<file path="src/rtl/dpage_pkg.sv">
package dpage_pkg;

   typedef enum logic {
      SRC_POINTER  = 1'b0,
      SRC_OVERRIDE = 1'b1
   } page_src_e;

   // Clamp a requested override length to the supported maximum.
   function automatic int unsigned clamp_count(input int unsigned req, input int unsigned lim);
      return (req > lim) ? lim : req;
   endfunction

endpackage

</file>
<file path="src/rtl/dpage_ptr_bank.sv">
module dpage_ptr_bank #(
   parameter int NPTR  = 4,
   parameter int PG_W  = 10,
   parameter int SEL_W = 2
) (
   input  logic                       clk,
   input  logic                       rst_n,
   input  logic                       we,
   input  logic [SEL_W-1:0]           idx,
   input  logic [PG_W-1:0]            wdata,
   output logic [NPTR-1:0][PG_W-1:0]  ptr_q
);

   for (genvar g = 0; g < NPTR; g++) begin : g_ptr
      logic [PG_W-1:0] reg_q;

      always_ff @(posedge clk or negedge rst_n) begin
         if (!rst_n) begin
            reg_q <= PG_W'(g);
         end else if (we && (idx == SEL_W'(g))) begin
            reg_q <= wdata;
         end
      end

      assign ptr_q[g] = reg_q;
   end

endmodule

</file>
<file path="src/rtl/dpage_ovr_ctrl.sv">
module dpage_ovr_ctrl
   import dpage_pkg::*;
#(
   parameter int PG_W    = 10,
   parameter int CNT_MAX = 4,
   parameter int CNT_W   = 3
) (
   input  logic             clk,
   input  logic             rst_n,
   input  logic             start,
   input  logic [PG_W-1:0]  page_in,
   input  logic [CNT_W-1:0] count_in,
   input  logic             instr_done,
   output logic             active,
   output logic [PG_W-1:0]  page_q,
   output logic [CNT_W-1:0] remain_q
);

   logic             start_ok;
   logic [CNT_W-1:0] load_val;

   assign start_ok = start && (count_in != '0);
   assign load_val = CNT_W'(clamp_count(int'(count_in), CNT_MAX));

   always_ff @(posedge clk or negedge rst_n) begin
      if (!rst_n) begin
         remain_q <= '0;
         page_q   <= '0;
      end else if (start_ok) begin
         remain_q <= load_val;
         page_q   <= page_in;
      end else if ((remain_q != '0) && instr_done) begin
         remain_q <= remain_q - 1'b1;
      end
   end

   assign active = (remain_q != '0);

endmodule

</file>
<file path="src/rtl/dpage_addr_form.sv">
module dpage_addr_form
   import dpage_pkg::*;
#(
   parameter int NPTR  = 4,
   parameter int PG_W  = 10,
   parameter int OFS_W = 14,
   parameter int SEL_W = 2
) (
   input  logic [OFS_W+SEL_W-1:0]     log_addr,
   input  logic [NPTR-1:0][PG_W-1:0]  ptr_q,
   input  logic                       ovr_on,
   input  logic [PG_W-1:0]            ovr_page,
   output logic [PG_W+OFS_W-1:0]      phys
);

   logic [SEL_W-1:0] sel;
   logic [OFS_W-1:0] offset;
   page_src_e        src;
   logic [PG_W-1:0]  page;

   assign sel    = log_addr[OFS_W+SEL_W-1:OFS_W];
   assign offset = log_addr[OFS_W-1:0];
   assign src    = ovr_on ? SRC_OVERRIDE : SRC_POINTER;

   always_comb begin
      unique case (src)
         SRC_OVERRIDE: page = ovr_page;
         default:      page = ptr_q[sel];
      endcase
   end

   assign phys = {page, offset};

endmodule

</file>
<file path="src/rtl/dpage_xlate.sv">
module dpage_xlate #(
   parameter int NPTR    = 4,
   parameter int PG_W    = 10,
   parameter int OFS_W   = 14,
   parameter int CNT_MAX = 4,
   parameter bit REG_OUT = 1'b0,
   localparam int SEL_W  = $clog2(NPTR),
   localparam int LA_W   = OFS_W + SEL_W,
   localparam int PA_W   = PG_W + OFS_W,
   localparam int CNT_W  = $clog2(CNT_MAX + 1)
) (
   input  logic              clk,
   input  logic              rst_n,
   input  logic              ptr_we,
   input  logic [SEL_W-1:0]  ptr_idx,
   input  logic [PG_W-1:0]   ptr_wdata,
   input  logic              ovr_start,
   input  logic [PG_W-1:0]   ovr_page,
   input  logic [CNT_W-1:0]  ovr_count,
   input  logic              instr_done,
   input  logic [LA_W-1:0]   log_addr,
   output logic [PA_W-1:0]   phys_addr,
   output logic              ovr_active
);

   if ((NPTR < 2) || ((1 << SEL_W) != NPTR)) begin : g_bad_nptr
      $error("NPTR must be a power of two of at least 2");
   end
   if (CNT_MAX < 1) begin : g_bad_cnt
      $error("CNT_MAX must be at least 1");
   end
   if ((PG_W < 1) || (OFS_W < 1)) begin : g_bad_width
      $error("page and offset widths must be positive");
   end

   logic [NPTR-1:0][PG_W-1:0] ptr_q;
   logic [PG_W-1:0]           ovr_page_q;
   logic [CNT_W-1:0]          remain_q;
   logic                      ovr_on;
   logic [PA_W-1:0]           phys_comb;

   dpage_ptr_bank #(
      .NPTR (NPTR),
      .PG_W (PG_W),
      .SEL_W(SEL_W)
   ) ptr_bank_i (
      .clk  (clk),
      .rst_n(rst_n),
      .we   (ptr_we),
      .idx  (ptr_idx),
      .wdata(ptr_wdata),
      .ptr_q(ptr_q)
   );

   dpage_ovr_ctrl #(
      .PG_W   (PG_W),
      .CNT_MAX(CNT_MAX),
      .CNT_W  (CNT_W)
   ) ovr_ctrl_i (
      .clk       (clk),
      .rst_n     (rst_n),
      .start     (ovr_start),
      .page_in   (ovr_page),
      .count_in  (ovr_count),
      .instr_done(instr_done),
      .active    (ovr_on),
      .page_q    (ovr_page_q),
      .remain_q  (remain_q)
   );

   dpage_addr_form #(
      .NPTR (NPTR),
      .PG_W (PG_W),
      .OFS_W(OFS_W),
      .SEL_W(SEL_W)
   ) addr_form_i (
      .log_addr(log_addr),
      .ptr_q   (ptr_q),
      .ovr_on  (ovr_on),
      .ovr_page(ovr_page_q),
      .phys    (phys_comb)
   );

   if (REG_OUT) begin : g_reg_out
      always_ff @(posedge clk or negedge rst_n) begin
         if (!rst_n) begin
            phys_addr <= '0;
         end else begin
            phys_addr <= phys_comb;
         end
      end
   end else begin : g_comb_out
      assign phys_addr = phys_comb;
   end

   assign ovr_active = ovr_on;

endmodule

</file>
<file path="config.mk">
export PLATFORM = sky130hd
export DESIGN_NAME = dpage_xlate
export DESIGN_NICKNAME = d
export VERILOG_FILES = /design/src/rtl/dpage_pkg.sv /design/src/rtl/dpage_ptr_bank.sv /design/src/rtl/dpage_ovr_ctrl.sv /design/src/rtl/dpage_addr_form.sv /design/src/rtl/dpage_xlate.sv
export SDC_FILE = /design/constraint.sdc
export NUM_CORES = 1
export LEC_CHECK = 0
export BUFFER_PORTS_ARGS = -buffer_cell sky130_fd_sc_hd__clkbuf_2
export CAP_MARGIN = 20
export CORE_MARGIN = 5
export CORE_UTILIZATION = 45
export DETAILED_ROUTE_END_ITERATION = 8
export PLACE_DENSITY = 0.67
export SETUP_SLACK_MARGIN = 0.5
export SLEW_MARGIN = 20
export SYNTH_ARGS = -nofsm -noshare
export SYNTH_HDL_FRONTEND = slang
export SYNTH_SLANG_ARGS = --single-unit
</file>
<file path="constraint.sdc">
create_clock -name clk -period 1.9 [get_ports clk]
set_input_delay 0.475 -clock clk [delete_from_list [all_inputs] [get_ports clk]]
set_output_delay 0.475 -clock clk [all_outputs]
set_load 0.01 [all_outputs]
</file>
After elaboration in Yosys (flattened, before gate mapping)
Index checks and enable logic that the tools add are counted.
Operators by class
  eq/ne operators: 3
  muxes and demuxes: 7
  reductions and logical operators: 10
  magnitude comparators: 2
  add/subtract/negate cells: 1
Operators with widths (count)
  10-bit binary-select mux with 2-bit select: 1
  10-bit two-way mux: 2
  3-bit two-way mux: 3
  1-bit logical AND: 6
  3-bit nonzero test: 2
  2-bit equality test (second input constant): 2
  3-bit greater-than comparator (second input constant): 1
  2-bit by 3-bit less-than comparator with 1-bit output (second input constant): 1
  3-bit by 1-bit subtractor with 3-bit output (second input constant): 1
  2-bit by 1-bit equality test with 1-bit output (second input constant): 1
  2-bit zero test: 1
  2-bit nonzero test: 1
  1-bit two-way mux: 1
Word-level totals
  flip-flop bits (word level): 53
  logic and storage cells: 29
  output and inout bits: 25
  input port bits: 46

Logic depth before layout (Yosys ltp)
Gate-level depths: netlist of run 1.
  depth in word-level cells: 4
  mapped depth: 7
  gate-level depth less buffers: 6

By module
From an unflattened synthesis of run 1, not the netlist that was laid out.
Unflattened totals
  cells, all modules: 221
  area, all modules: 2829.0 um^2
By module, submodules not included
  dpage_ptr_bank: area each 1602.8 um^2, cells each 87, sequential area each 1006.0 um^2, instances 1
  dpage_addr_form: area each 643.1 um^2, cells each 71, sequential area each 0.0 um^2, instances 1
  dpage_ovr_ctrl: area each 583.1 um^2, cells each 63, sequential area each 325.3 um^2, instances 1

Worst setup path before layout of run 1
OpenSTA, ideal clock, no wires.
  path type: input to output
  from: in log_addr[14]
  to: out phys_addr[16]
  required time: 1425 ps
  arrival time: 1267 ps
  setup slack: 158 ps
  stages: 4
  buffers on the path: 1
  path through: buf_6 mux4_2 nand2_1 nand2_1
Between the ends
  cells in the longest elaborated chain, start to end: 3
Ends and longest elaborated chain
  start, declared: line dpage_xlate.sv:21  | input logic [LA_W-1:0] log_addr,
  10-bit binary-select mux with 2-bit select: line dpage_addr_form.sv:28  | default: page = ptr_q[sel];
  10-bit two-way mux (implied by the code): line dpage_addr_form.sv:28
  10-bit two-way mux: line dpage_addr_form.sv:26  | unique case (src)
  end, declared: line dpage_xlate.sv:22  | output logic [PA_W-1:0] phys_addr,
Every way passes these cells. The select of a mux whose other input is x is not followed.

Final worst setup path of run 1
  from: reg ovr_ctrl_i.remain_q[0]
  to: out phys_addr[16]
Between the ends
  cells in the longest elaborated chain, start to end: 3
Ends and longest elaborated chain
  start, declared: line dpage_ovr_ctrl.sv:16  | output logic [CNT_W-1:0] remain_q
  start signal, assigned: line dpage_ovr_ctrl.sv:30  | remain_q <= load_val;
  start signal, assigned: line dpage_ovr_ctrl.sv:33  | remain_q <= remain_q - 1'b1;
  3-bit nonzero test: line dpage_ovr_ctrl.sv:37  | assign active = (remain_q != '0);
  1-bit two-way mux: line dpage_addr_form.sv:23  | assign src = ovr_on ? SRC_OVERRIDE : SRC_POINTER;
  10-bit two-way mux: line dpage_addr_form.sv:26
Every way passes these cells.

==> results of run 1 <==
-- layer usage --
layer | vias to the layer above | part of all wire, % | routed length, um | global-route usage, %
met5 | - | 0 | 0 | 0
met4 | 0 | 1.5 | 84 | 5.76
met3 | 14 | 6.3 | 346 | 4.61
met2 | 41 | 48 | 2620 | 24.8
met1 | 850 | 45 | 2450 | 20.0
li1 | 796 | - | - | -
-- worst max-delay path by stage --
stage / start / endpoint / slack, ns / depth (start not counted)
after floorplan: log_addr[14] / phys_addr[16] / 0.21 / 4
after global placement: log_addr[14] / phys_addr[19] / -0.08 / 6
after detailed placement: log_addr[14] / phys_addr[19] / -0.09 / 6
after CTS: ovr_ctrl_i.remain_q[1]$_DFFE_PN0P_ / phys_addr[17] / -0.10 / 7
after global routing: ovr_ctrl_i.remain_q[0]$_DFFE_PN0P_ / phys_addr[21] / -0.18 / 7
final: ovr_ctrl_i.remain_q[0]$_DFFE_PN0P_ / phys_addr[16] / -0.10 / 7
-- cell type report --
| type | instances | area [sq um] | share of cell area, % |
|---|---|---|---|
| well taps | 72 | 90.1 | 2.86 |
| flip-flops and latches | 53 | 1330 | 42.3 |
| clock inverters | 2 | 38.8 | 1.23 |
| multi-input cells | 131 | 1170 | 37.2 |
| inverters | 4 | 17.5 | 0.556 |
| clock buffers | 6 | 72.6 | 2.30 |
| repair buffers | 60 | 428 | 13.6 |
-- sequential cells by signal, summed over array words and instances, names as in the netlist --
| name | cells |
|---|---|
| ovr_ctrl_i.remain_q | 3 |
| ptr_bank_i.g_ptr.reg_q | 40 |
| ovr_ctrl_i.page_q | 10 |
-- repair_timing --
action | CTS | global route
gates cloned | 1 | 0
pin swaps | 4 | 2
buffers inserted | 5 | 3
endpoints found under the setup margin | 13 | 13
resized for setup | 23 | 20
-- where the power goes --
part	total [mW]	switching, mW	internal, mW
combinational	0.790	0.343	0.447
sequential	1.44	0.103	1.33
clock	0.775	0.379	0.396
total	3.00	0.825	2.18
-- worst max-delay path: stages, from the launching register on --
cell,delay [ns]
dfrtp_1,0.42
inv_2,0.08
ha_4,0.12
nor2b_4,0.20
buf_6,0.15
nand2_2,0.06
nand2_2,0.06
clkbuf_2,0.13
-- placed cells by master (no fill, tap or decap) --
master	count
dfstp_2	4
and3b_1	1
o22a_1	1
dfrtp_1	49
bufinv_16	1
inv_2	2
o31ai_2	1
buf_4	9
nand2_1	45
clkbuf_2	37
o31ai_4	1
buf_12	2
a31oi_1	1
buf_6	12
o21ai_4	1
a2bb2oi_2	1
nor2b_4	1
nor2_1	1
mux2i_1	1
ha_4	2
clkbuf_8	5
nand3_2	1
mux2_2	40
o21ai_1	1
inv_1	1
o31a_1	1
mux4_2	10
nand3b_1	3
clkbuf_1	1
clkinv_4	1
nand2_2	17
nor3b_1	1
inv_4	1
-- cells by family (layout without fill, tap and decap cells) --
family	count (synthesis)	count (layout)	synth area share [%]
simple gates	70	70	11.3
mux	51	51	26.7
fa+ha+maj	2	2	0.974
buf+inv	27	72	6.77
flops	53	53	51.8
compound gates	8	8	2.43
-- through the flow --
step	TNS [ns]	util [%]
floorplan	0	-
detailed placement	-0.758	51.1
CTS	-0.909	55.0
global placement	-0.706	51.1
finish	-0.822	56.8
global route	-1.74	56.8
==> metrics.txt, run 1 <==
clock latency at the later pin of the worst-skew pair=0.30 ns; Area growth syn-to-layout=22.5%; Mapped Area=2570 sq um; RR Startpoint=ovr_ctrl_i.remain_q[0]$_DFFE_PN0P_; total iterations of the first detailed-routing run=4; routed wire length per instance=roughly 17 um; pin count of the biggest net entering global routing=54; DRT Wirelength=5.51 mm; Antenna Cells=0; placed inst area=between 2000 and 3000 sq um; Post-synth top flop=dfrtp_1; GP Congestion=0.720; Max IR drop VDD=about 0.39 mV; share of cells above drive strength 1=58.2%; fmax=0.499 GHz; GR Overflow Total=0; net count after synthesis=259; final non-filler cell total=328; PortBufs=between 40 and 50; Slew Limit Headroom=around 64%; # clock sinks=53; fraction of registers with async set/reset=100%; Synth top cells by count=nand2_1 (62), dfrtp_1 (49), mux2_2 (40), buf_4 (15), mux4_2 (10); CP Class=reg2out; Syn. warnings=0; vias in the first global route=1769; TritonCTS clock tree=built; Max Slew Vio Count=0; initial antenna violation count=0; setup ws final=-0.103 ns; FF-to-FF setup slack=0.24 ns; Hold WS=approximately 0.15 ns; Core Area=5540 sq um; Initial DRC Count=84; vias=between 1500 and 2000; cts hold-fix bufs=0; initial core utilization=46.4%; placed insts=311; share of the synthesized area in the top cell type=47.7%; pwr/cell area=953 nW/um^2; io pins=71; row cnt=27; Mapped Cells=211; Required @ worst endpoint=1.42 ns; # fillers=466; crit start category=flop; Clock Pin Slew Worst Setup and Hold Paths=0.09 ns; post-synthesis sequential area ratio=51.8%; Netlist cell types=25; DRT antenna net count=0; Hold Crit Class=in2async; GRT Total Usage=approximately 15%; final setup vio count=10; status=finished, violations left; R2R depth=9; die area=7320 sq um; Final #Nets=303; final clock period utilization by the worst path=105%; LEAKAGE=roughly 1.5 nW; CTS Buf Count=5; max-cap violation count=0; DR vias/cell=5.19; CP arrival=1.53 ns; first-pass GRT wire length=between 8 and 9 mm; Finished Cell Area=roughly 3100 sq um; #FFs+latches synth=53; clk buf depth=2; failing checks=negative setup slack; cell with the most instances after synthesis=nand2_1; EDFF count, synth=0; Reg-to-Reg End=ovr_ctrl_i.remain_q[1]$_DFFE_PN0P_; clock skew after layout=between 0.002 and 0.0025 ns; chip height=85.6 um; DR DRC count=0; largest area contributor in the netlist=dfrtp_1; RSZ-0062 raised after global routing=true; Setup crit end kind=output pin; DP Worst Slack=-0.0852 ns; Tmin final=2.00 ns; overall power=3.00 mW; synthesized area per cell=12.2 sq um; Root Driver=clkbuf_8; actual slew at the worst max-slew pin=0.540 ns; DP Wirelength=3.66 mm; critical path peak fanout=5; Die Wd=85.6 um; H-tree Lvls=2; top post-synthesis cells by area=dfrtp_1 (48%), mux2_2 (18%), nand2_1 (9.1%), mux4_2 (8.8%), buf_4 (4.4%); final hold violation count=0
Power figures use the tool's default switching activity.
==> run 2, diff against run 1 <==
- CORE_UTILIZATION: 45 -> 52
- CTS_BUF_LIST: unset -> sky130_fd_sc_hd__clkbuf_16
- PLACE_DENSITY: 0.67 -> 0.76
==> metrics.txt, run 2 (synthesis gave the netlist of run 1 again) <==
DRT antenna net count=0 (unchanged); DR DRC count=0 (unchanged); setup ws final=-0.0874 ns (+0.0155 ns); GR Overflow Total=0 (unchanged); routed wire length per instance=16.4 um (-2.5%); Initial DRC Count=44 (-48%); FF-to-FF setup slack=0.49 ns (+0.25 ns); Final #Nets=297 (-2.0%); final hold violation count=0 (unchanged); TritonCTS clock tree=built; clock latency at the later pin of the worst-skew pair=0.29 ns (about the same); placed insts=305 (-1.9%); Reg-to-Reg End=ovr_ctrl_i.remain_q[1]$_DFFE_PN0P_; max reg flops=40 (unchanged); total iterations of the first detailed-routing run=3 (-1); biggest regs=ptr_bank_i.g_ptr.reg_q: 40 flops, ovr_ctrl_i.page_q: 10 flops, ovr_ctrl_i.remain_q: 3 flops; cts hold-fix bufs=0 (unchanged); DP Wirelength=3.52 mm (-3.9%); utilization after layout=66.9% (+10 points); Clock Pin Slew Worst Setup and Hold Paths=0.06 ns (-0.03 ns); H-tree Lvls=2 (unchanged); R2R depth=6 (-3); final non-filler cell total=317 (-3.4%); Core Area=4750 sq um (-14%); DRT Wirelength=5.19 mm (-5.8%); critical path peak fanout=5 (unchanged); initial core utilization=54.1% (+7.7 points); crit path cell chain=clkbuf_16 > buf_12 > mux4_2 > nand2_4 > nand2_2 > buf_6; status=finished, violations left; CP arrival=1.51 ns (-0.02 ns); DR vias/cell=5.21 (+0.49%); Hold WS=0.163 ns (+0.0135 ns); Top reg by flops=ptr_bank_i.g_ptr.reg_q; max-cap violation count=0 (unchanged); Max stage delay cell, worst path=mux4_2; PortBufs=42 (unchanged); GRT Total Usage=17.5% (+2.0 points); share of cells above drive strength 1=56.4% (-1.8 points); io pins=71 (unchanged); Hold Crit Class=in2async; Max Slew Vio Count=0 (unchanged); CTS Buf Count=5 (unchanged); Root Driver=clkbuf_16; CP Class=in2out; commonest non-fill, non-tap cells in the layout=dfrtp_1 (49), nand2_1 (44), mux2_2 (40); Setup crit end kind=output pin; clock skew after layout=0.000601 ns (-0.00160 ns); pin count of the biggest net entering global routing=54 (unchanged); Slew Limit Headroom=70.9% (+7.1 points); leading cell type in the layout, fill and taps excluded=dfrtp_1; RR Startpoint=ovr_ctrl_i.remain_q[1]$_DFFE_PN0P_; Die Wd=80.3 um (-6.2%); LEAKAGE=1.51 nW (+2.9%); Worst path max stage delay=0.55 ns (+0.13 ns); TNS Setup=-0.817 ns (+0.00455 ns); Area growth syn-to-layout=23.7%; vias=1652 (-2.9%); final setup vio count=10 (unchanged); die area=6450 sq um (-12%); Tmin final=1.99 ns (-0.0155 ns); # clock sinks=53 (unchanged); first-pass GRT wire length=8.60 mm (-3.0%); row cnt=25 (-7.4%); Antenna Cells=0 (unchanged); crit start category=primary input; Max IR drop VDD=0.495 mV (+27%); RSZ-0062 raised after global routing=true; vias in the first global route=1730 (-2.2%); chip height=80.3 um (-6.2%); clk buf depth=2 (unchanged); Required @ worst endpoint=1.42 ns (about the same); pwr/cell area=1020 nW/um^2 (+6.6%); fmax=0.503 GHz (+0.78%); GP Congestion=0.750 (+4.1%); failing checks=negative setup slack; final clock period utilization by the worst path=105% (-0.81 points); actual slew at the worst max-slew pin=0.437 ns (-0.103 ns); initial antenna violation count=0 (unchanged)
-- run 2: cell count changes in the layout (fill, tap and decap cells not counted), sizes merged --
cell | previous run | this run
clkbuf | 43 | 39
buf | 23 | 20
inv | 4 | 5
-- run 2: area by class of cell --
class,count,area (sq um)
Sequential cell,53,1330
Inverter,4,17.5
Tap cell,67,83.8
Clock inverter,3,43.8
Timing Repair Buffer,54,428
Multi-Input combinational cell,131,1150
Clock buffer,5,125
Fill cell,358,1580
-- run 2: worst max-delay path by stage --
| stage | start | endpoint | slack [ns] | cells past startpoint |
|---|---|---|---|---|
| 3_3_place_gp | log_addr[14] | phys_addr[18] | -0.09 | 6 |
| 2_1_floorplan | log_addr[14] | phys_addr[16] | 0.21 | 4 |
| 4_1_cts | ovr_ctrl_i.remain_q[0]$_DFFE_PN0P_ | phys_addr[23] | -0.07 | 7 |
| 5_1_grt | ovr_ctrl_i.remain_q[1]$_DFFE_PN0P_ | phys_addr[22] | -0.16 | 7 |
| 6_report | log_addr[14] | phys_addr[18] | -0.09 | 6 |
| 3_5_place_dp | log_addr[14] | phys_addr[22] | -0.1 | 6 |
-- run 2: metal layers --
layer  share of wire (%)  vias up  routed length, um  GRT usage, %
met5                   0        -                  0             0
met4                 1.6        0                 83          6.59
met1                  45      814               2350          23.7
met2                  48       41               2510          27.4
li1                    -      790                  -             -
met3                 4.8        7                251          4.26
-- run 2: worst max-delay path: cells and delay by family --
| family | cells | cell delay [ns] |
|---|---|---|
| AND/OR/NAND/NOR | 2 | 0.13 |
| buffers and inverters | 3 | 0.35 |
| multiplexers | 1 | 0.55 |
-- run 2: per-stage QoR --
step | total power, mW | setup slack (ns) | instance area, sq um
floorplan | 1.89 | 0.211 | 2600
global placement | 2.06 | -0.0919 | 2820
detailed placement | 2.08 | -0.0974 | 2820
CTS | 3.17 | -0.0679 | 3090
global route | 3.40 | -0.156 | 3180
finish | 3.23 | -0.0874 | 3180
-- run 2: power by group --
| part | total [mW] | switching [mW] | leakage, nW | internal [mW] |
|---|---|---|---|---|
| Combinational | 0.778 | 0.339 | 0.796 | 0.440 |
| Sequential | 1.43 | 0.0953 | 0.626 | 1.34 |
| Clock | 1.02 | 0.399 | 0.0842 | 0.624 |
| Total | 3.23 | 0.833 | 1.51 | 2.40 |
-- run 2: repair_timing --
item | 4_1_cts | 5_1_grt
resized for setup | 21 | 22
setup buffers | 2 | 1
setup endpoints to repair | 13 | 13
gates cloned | 1 | 0
hold endpoints to repair | 0 | 0
pin swaps | 3 | 1
